## config.mk

```make
export PLATFORM = sky130hd
export DESIGN_NAME = plru4_tracker
export DESIGN_NICKNAME = d
export VERILOG_FILES = /design/src/rtl/plru4_pkg.sv /design/src/rtl/plru4_update.sv /design/src/rtl/plru4_victim.sv /design/src/rtl/plru4_tracker.sv
export SDC_FILE = /design/constraint.sdc
export NUM_CORES = 1
export LEC_CHECK = 0
export ABC_AREA = 1
export BUFFER_PORTS_ARGS = -buffer_cell sky130_fd_sc_hd__buf_2
export CAP_MARGIN = 20
export CORE_UTILIZATION = 30
export DETAILED_ROUTE_END_ITERATION = 7
export HOLD_SLACK_MARGIN = 0.05
export PLACE_DENSITY_LB_ADDON = 0.08
export SYNTH_ARGS = -nofsm -noshare
export SYNTH_HDL_FRONTEND = slang
export SYNTH_SLANG_ARGS = --single-unit
```

## constraint.sdc

```tcl
create_clock -name clk -period 2.1 [get_ports clk]
set_clock_uncertainty 0.2 [all_clocks]
set_input_delay 0.42 -clock clk [delete_from_list [all_inputs] [get_ports clk]]
set_output_delay 0.42 -clock clk [all_outputs]
set_load 0.05 [all_outputs]
```

## src/rtl/plru4_pkg.sv

```systemverilog
package plru4_pkg;
  localparam int N_SLOTS = 4;
  localparam int IDX_W   = $clog2(N_SLOTS);
  localparam int ST_W    = N_SLOTS * (N_SLOTS - 1) / 2;

  typedef logic [ST_W-1:0]  state_t;
  typedef logic [IDX_W-1:0] idx_t;

  // Bits of the state that relate a slot to the other three.
  function automatic state_t touch_mask(input int slot);
    case (slot)
      0:       return 6'b111000;
      1:       return 6'b100110;
      2:       return 6'b010101;
      default: return 6'b001011;
    endcase
  endfunction

  // Values those bits take once the slot becomes the newest.
  function automatic state_t newest_val(input int slot);
    case (slot)
      0:       return 6'b000000;
      1:       return 6'b100000;
      2:       return 6'b010100;
      default: return 6'b001011;
    endcase
  endfunction
endpackage

```

## src/rtl/plru4_update.sv

```systemverilog
module plru4_update
  import plru4_pkg::*;
(
  input  state_t cur_i,
  input  idx_t   slot_i,
  output state_t nxt_o
);
  state_t cand [N_SLOTS];

  for (genvar s = 0; s < N_SLOTS; s++) begin : g_slot
    assign cand[s] = (cur_i & ~touch_mask(s)) | newest_val(s);
  end

  assign nxt_o = cand[slot_i];
endmodule

```

## src/rtl/plru4_victim.sv

```systemverilog
module plru4_victim
  import plru4_pkg::*;
(
  input  state_t st_i,
  output idx_t   victim_o,
  output logic   ok_o
);
  logic [N_SLOTS-1:0] hit;

  // A slot is oldest when every bit it shares reads opposite to "newest".
  for (genvar s = 0; s < N_SLOTS; s++) begin : g_match
    assign hit[s] = ((st_i & touch_mask(s)) == (~newest_val(s) & touch_mask(s)));
  end

  always_comb begin
    victim_o = '0;
    ok_o     = 1'b0;
    for (int s = N_SLOTS - 1; s >= 0; s--) begin
      if (hit[s]) begin
        victim_o = idx_t'(s);
        ok_o     = 1'b1;
      end
    end
  end
endmodule

```

## src/rtl/plru4_tracker.sv

```systemverilog
module plru4_tracker
  import plru4_pkg::*;
#(
  parameter logic [5:0] RST_STATE = 6'b000000
) (
  input  logic       clk,
  input  logic       rst,
  input  logic       use_vld_i,
  input  logic [1:0] use_idx_i,
  input  logic       wr_en_i,
  input  logic [5:0] wr_state_i,
  output logic [1:0] victim_o,
  output logic       victim_ok_o,
  output logic [5:0] state_o
);
  state_t state_q, upd_st, next_st;
  idx_t   vic_nxt, vic_q;
  logic   ok_nxt, ok_q;
  state_t rst_st;
  idx_t   rst_vic;
  logic   rst_ok;

  plru4_update u_upd (.cur_i(state_q), .slot_i(use_idx_i), .nxt_o(upd_st));

  always_comb begin
    if (wr_en_i)        next_st = wr_state_i;
    else if (use_vld_i) next_st = upd_st;
    else                next_st = state_q;
  end

  plru4_victim u_vic_nxt (.st_i(next_st), .victim_o(vic_nxt), .ok_o(ok_nxt));
  plru4_victim u_vic_rst (.st_i(RST_STATE), .victim_o(rst_vic), .ok_o(rst_ok));
  assign rst_st = RST_STATE;

  always_ff @(posedge clk) begin
    if (rst) begin
      state_q <= rst_st;
      vic_q   <= rst_vic;
      ok_q    <= rst_ok;
    end else begin
      state_q <= next_st;
      vic_q   <= vic_nxt;
      ok_q    <= ok_nxt;
    end
  end

  assign state_o     = state_q;
  assign victim_o    = vic_q;
  assign victim_ok_o = ok_q;

  a_r2_use_slot0: assert property (@(posedge clk) disable iff (rst)
    (use_vld_i && !wr_en_i && use_idx_i == 2'd0)
      |=> (state_q[5:3] == 3'b000 && state_q[2:0] == $past(state_q[2:0])));

  a_r3_use_slot1: assert property (@(posedge clk) disable iff (rst)
    (use_vld_i && !wr_en_i && use_idx_i == 2'd1)
      |=> (state_q[5] && state_q[2:1] == 2'b00 &&
           state_q[4:3] == $past(state_q[4:3]) && state_q[0] == $past(state_q[0])));

  a_r4_use_slot2: assert property (@(posedge clk) disable iff (rst)
    (use_vld_i && !wr_en_i && use_idx_i == 2'd2)
      |=> (state_q[4] && state_q[2] && !state_q[0] &&
           state_q[5] == $past(state_q[5]) && state_q[3] == $past(state_q[3]) &&
           state_q[1] == $past(state_q[1])));

  a_r5_use_slot3: assert property (@(posedge clk) disable iff (rst)
    (use_vld_i && !wr_en_i && use_idx_i == 2'd3)
      |=> (state_q[3] && state_q[1] && state_q[0] &&
           state_q[5:4] == $past(state_q[5:4]) && state_q[2] == $past(state_q[2])));

  a_r8_write_wins: assert property (@(posedge clk) disable iff (rst)
    wr_en_i |=> (state_q == $past(wr_state_i)));

  a_r10_idle_hold: assert property (@(posedge clk) disable iff (rst)
    (!wr_en_i && !use_vld_i) |=> ($stable(state_q) && $stable(vic_q) && $stable(ok_q)));

  a_r6_victim_oldest: assert property (@(posedge clk) disable iff (rst)
    (ok_q && vic_q == 2'd0) |-> (state_q[5:3] == 3'b111));

  a_r7_illegal_flag: assert property (@(posedge clk) disable iff (rst)
    (state_q == 6'b000010) |-> (!ok_q && vic_q == 2'd0));
endmodule

```

# --- After elaboration in Yosys (flattened, before gate mapping) ---
# Cells that the tools add are included.
totals:
  out_inout_bits: 9
  regBits: 9
  ramBits: 0
  latchBits: 0
  wordCells: 20
  memories: 0
  romBits: 0
  input_bits: 12
classes:
  n_eq_ne: 3
  reduce_logical: 2
  n_mul: 0
  div: 0
  magnitude_cmp: 1
  bitwise_logic: 1
  shifts: 0
  muxes: 10
  addsub: 0
ops:
  columns: ["cell", "count"]
  rows:
  - ["6-bit 2-to-1 mux", 4]
  - ["6-bit binary-select mux with 2-bit select", 1]
  - ["2-bit 2-to-1 mux", 4]
  - ["6-bit zero test", 1]
  - ["4-bit OR reduction", 1]
  - ["3-bit by 1-bit == test with 1-bit output (second input constant)", 1]
  - ["3-bit by 2-bit == test with 1-bit output (second input constant)", 1]
  - ["3-bit == test (second input constant)", 1]
  - ["3-bit >= comparator (second input constant)", 1]
  - ["2-bit NOT with 3-bit output", 1]
  - ["1-bit 2-to-1 mux", 1]

# --- Longest topological paths before layout ---
logic_depth:
  depth_word: 11
  ltp_mapped: 9
  depth_no_buf: 9

# --- By module ---
# From an unflattened synthesis, not the netlist that was laid out.
hier_totals:
  cells_unflattened: 107
  hier_area_um2: 618.1
modules_own_cells:
  columns: ["mod", "seq_area_each_um2", "instances", "cells_per_inst", "area_each_um2"]
  rows:
  - ["plru4_tracker", 180.2, 1, 59, 421.7]
  - ["plru4_victim", 0.0, 2, 15, 63.8]
  - ["plru4_update", 0.0, 1, 18, 68.8]

# --- Worst setup path before layout ---
# Ideal clock, no wire load.
synth_timing:
  path_type: "reg2reg"
  start: "reg state_q[4] (netlist: state_o[4])"
  end: "reg ok_q (netlist: victim_ok_o)"
  path_buffers: 0
  stages_incl_launch_ff: 6
  synth_period_minus_slack_ps: 1539
  setup_slack_ps: 561
  setup_time_ps: 114
  t_arrival_ps: 1225
  cell_sequence: "dfxtp_1 -> o21ai_0 -> a21oi_2 -> nor2_2 -> nor2_4 -> nand2_1"
synth_between:
  elab_chain_len: 7
  elab_cells_between_ends: 8
synth_rtl:
  columns: ["item", "line", "rtl"]
  rows:
  - ["start, declared", "plru4_tracker.sv:16", "state_t state_q, upd_st, next_st;"]
  - ["start signal, assigned", "plru4_tracker.sv:37", "state_q <= rst_st;"]
  - ["start signal, assigned", "plru4_tracker.sv:41", "state_q <= next_st;"]
  - ["6-bit binary-select mux with 2-bit select", "plru4_update.sv:14", "assign nxt_o = cand[slot_i];"]
  - ["6-bit 2-to-1 mux (not written as such) (2 in series)", "plru4_update.sv:14", null]
  - ["6-bit 2-to-1 mux *", "plru4_tracker.sv:27", "else if (use_vld_i) next_st = upd_st;"]
  - ["6-bit 2-to-1 mux *", "plru4_tracker.sv:26", "if (wr_en_i) next_st = wr_state_i;"]
  - ["3-bit == test or 3-bit by 1-bit == test with 1-bit output (tied branches)", "plru4_victim.sv:12", "assign hit[s] = ((st_i & touch_mask(s)) == (~newest_val(s) & touch_mask(s)));"]
  - ["4-bit OR reduction (no line) *", null, null]
  - ["end signal, assigned", "plru4_tracker.sv:39", "ok_q <= rst_ok;"]
  - ["end signal, assigned", "plru4_tracker.sv:43", "ok_q <= ok_nxt;"]
  - ["end, declared", "plru4_tracker.sv:18", "logic ok_nxt, ok_q;"]
# Every way passes the cells marked *; elsewhere a longest branch is shown, timed or not. The select of a mux whose other input is x is not followed.
# A chain may end at the register's enable or synchronous reset.

# --- Worst setup path after layout ---
layout_timing:
  start: "reg state_q[3] (netlist: state_o[3])"
  end: "out state_o[3]"
layout_rtl:
  columns: ["item", "line", "rtl"]
  rows:
  - ["end, declared", "plru4_tracker.sv:14", "output logic [5:0] state_o"]
# No word-level cell between the ends.

==> flow_metrics.env <==
export IMPL_route_detailed_drc=0
export IMPL_ir_drop_mv=0.357
export IMPL_cp_top_family="flip-flops"
export IMPL_grtUsageTotal_pct=13.7
export IMPL_core_area_sq_um=1370
export IMPL_num_antenna_cells=0
export IMPL_slew_viol_final=0
export IMPL_die_area_sq_um=1720
export IMPL_setup_tns_ps=0
export IMPL_avgSynthCellArea_sq_um=6.67
export IMPL_final_nets=107
export IMPL_finish_utilization_pct=44.8
export IMPL_cp_slowest_cell="dfxtp_1"
export IMPL_rsz0062_at_grt="false"
export IMPL_grt_max_degree=8
export IMPL_cts_tree="built"
export IMPL_hold_viol_final=0
export IMPL_outcome="finished, final reports clean"
export IMPL_syn_to_final_growth_pct=31.1
export IMPL_clkTransAtPathRegs_ps=60
export IMPL_ff2ff_setup_slack_ps=870
export IMPL_reg2reg_depth=8
export IMPL_rows=13
export IMPL_stdcell_area_sq_um=612
export IMPL_cts_resized=0
export IMPL_yosysWarnings=0
export IMPL_clk_path_buf_depth=2
export IMPL_post_cts_setup_buffer_count=0
export IMPL_startpoint="state_o[3]"
export IMPL_routabilityCongestion=0.847
export IMPL_placement_io_buffers=20
export IMPL_hold_class="input pin to flop"
export IMPL_critPathKind="flop to output pin"
export IMPL_worstReg2RegStart="state_o[0]"
export IMPL_clock_sinks=9
export IMPL_antenna_found_initial=0
export IMPL_cp_slowest_stage_delay_ps=330
export IMPL_grt_pass1_vias=474
export IMPL_cp_data_arrival_time_ps=850
export IMPL_crit_fanout=2
export IMPL_numCtsBuffers=3
export IMPL_crit_chain="buf_2"
export IMPL_num_io_pins=21
export IMPL_cap_violations=0
export IMPL_period_share_pct=69.9
export IMPL_ys_ff_latch=9
export IMPL_final_antenna_net_count=0
export IMPL_cp_end_kind="output pin"
export IMPL_endpoint="state_o[3]"
export IMPL_drt_iter0_markers=1
export IMPL_worst_slew_pin_slew_ps=253
export IMPL_rr_endpoint="victim_ok_o"
export IMPL_synth_net_count=82
export IMPL_grt_pass1_wl_mm=1.82
export IMPL_yosysUniqueCellTypes=14
export IMPL_critPathBufInv=1
export IMPL_num_vias=502
export IMPL_dr_pass1_iters=2
export IMPL_via_per_inst=4.61
export IMPL_overflow=0
export IMPL_critPathLaunchType="flop"
export IMPL_drive_above_1_share_pct=36.2
export IMPL_drt_wl_total_mm=1.08
export IMPL_postSynthCellCount=70
export IMPL_fp_dieH_um=41.4
export IMPL_syn_area_sq_um=467
export IMPL_cellPowerDensity_nw_per_um2=758
export IMPL_die_x_um=41.4
export IMPL_ys_seq_area_share_pct=38.6
export IMPL_relSlewSlack_pct=83.2
export IMPL_timing_fmax_ghz=0.682
export IMPL_clk_latency_ps=260
export IMPL_holdBufCountCts=0
export IMPL_p_leak_nw=0.341
export IMPL_dpl_cell_area_sq_um=586
export IMPL_detailedPlacementHpwl_um=856
export IMPL_h_tree_depth=1
export IMPL_setup_violations=0
export IMPL_crit_cells=1
export IMPL_period_minus_slack_ps=1470
export IMPL_start_util_pct=34.2
export IMPL_critPathRequiredTime_ps=1480
export IMPL_routedWlPerCell_um=9.94
export IMPL_cts_root_buffer="clkbuf_4"
export IMPL_whs_ps=227
-- report_power, final --
| group | switching, mW | internal (mW) | total (mW) |
|---|---|---|---|
| clock | 0.0599 | 0.0732 | 0.133 |
| combinational | 0.102 | 0.0389 | 0.141 |
| sequential | 0.00414 | 0.185 | 0.189 |
| total | 0.166 | 0.297 | 0.464 |
-- state kept, by name, summed over array words and instances (netlist names) --
| register | cells |
|---|---|
| victim_ok_o | 1 |
| victim_o | 2 |
| state_o | 6 |
-- how the worst min path moves through the flow --
| stage | start | endpoint | slack (ps) | cells past startpoint |
|---|---|---|---|---|
| 6_report | rst | state_o[4] | 230 | 2 |
| 5_1_grt | rst | state_o[0] | 220 | 2 |
| 4_1_cts | rst | state_o[4] | 220 | 2 |
| 3_5_place_dp | state_o[3] | state_o[3] | 380 | 4 |
| 3_3_place_gp | state_o[3] | state_o[3] | 390 | 4 |
| 2_1_floorplan | rst | state_o[0] | 290 | 1 |
-- Yosys cell counts, drive strengths merged --
cell / number / area share [%]
a21oi: 4 / 5.1
nand3: 12 / 13
o21ai: 1 / 1.1
inv: 13 / 10
dfxtp: 9 / 39
nand2: 20 / 19
o21a: 1 / 1.6
o21bai: 1 / 1.6
nor2: 9 / 9.9
-- through the flow --
stage               cells  power (mW)  worst slack [ps]
detailed placement    105       0.335               507
global route          109       0.491               588
global placement      105       0.335               536
finish                109       0.464               633
floorplan              70       0.296               561
CTS                   109       0.470               622
-- cell families after synthesis --
family / share of synthesized area, %
simple gates: 41.6
compound gates: 9.38
flops: 38.6
buf+inv: 10.5
-- cell usage in the layout (no fill, tap or decap) --
cell	instances
o21a_1	1
inv_1	11
clkbuf_4	3
clkbuf_1	1
buf_2	20
a21oi_1	3
dfxtp_1	9
nor2_2	2
nor2_4	1
nand2_2	5
inv_2	2
nand2_1	15
nor2_1	6
o21bai_1	1
o21ai_0	1
nand3_1	12
a21oi_2	1
-- per-layer routing --
metal	track usage [%]	up-vias	wire length [um]	share of wire, %
met2	23.4	14	511	47
met4	1.94	0	6	0.55
met3	6.52	2	61	5.6
met1	15.7	218	504	47
li1	-	268	-	-
met5	0	-	0	0
-- cell type report --
| class | count | area, sq um |
|---|---|---|
| clock buffers | 4 | 26.3 |
| fillers | 166 | 754 |
| inverters | 13 | 48.8 |
| multi-input cells | 48 | 238 |
| flip-flops and latches | 9 | 180 |
| well taps | 15 | 18.8 |
| repair buffers | 20 | 100 |
Power figures use the tool's default switching activity.
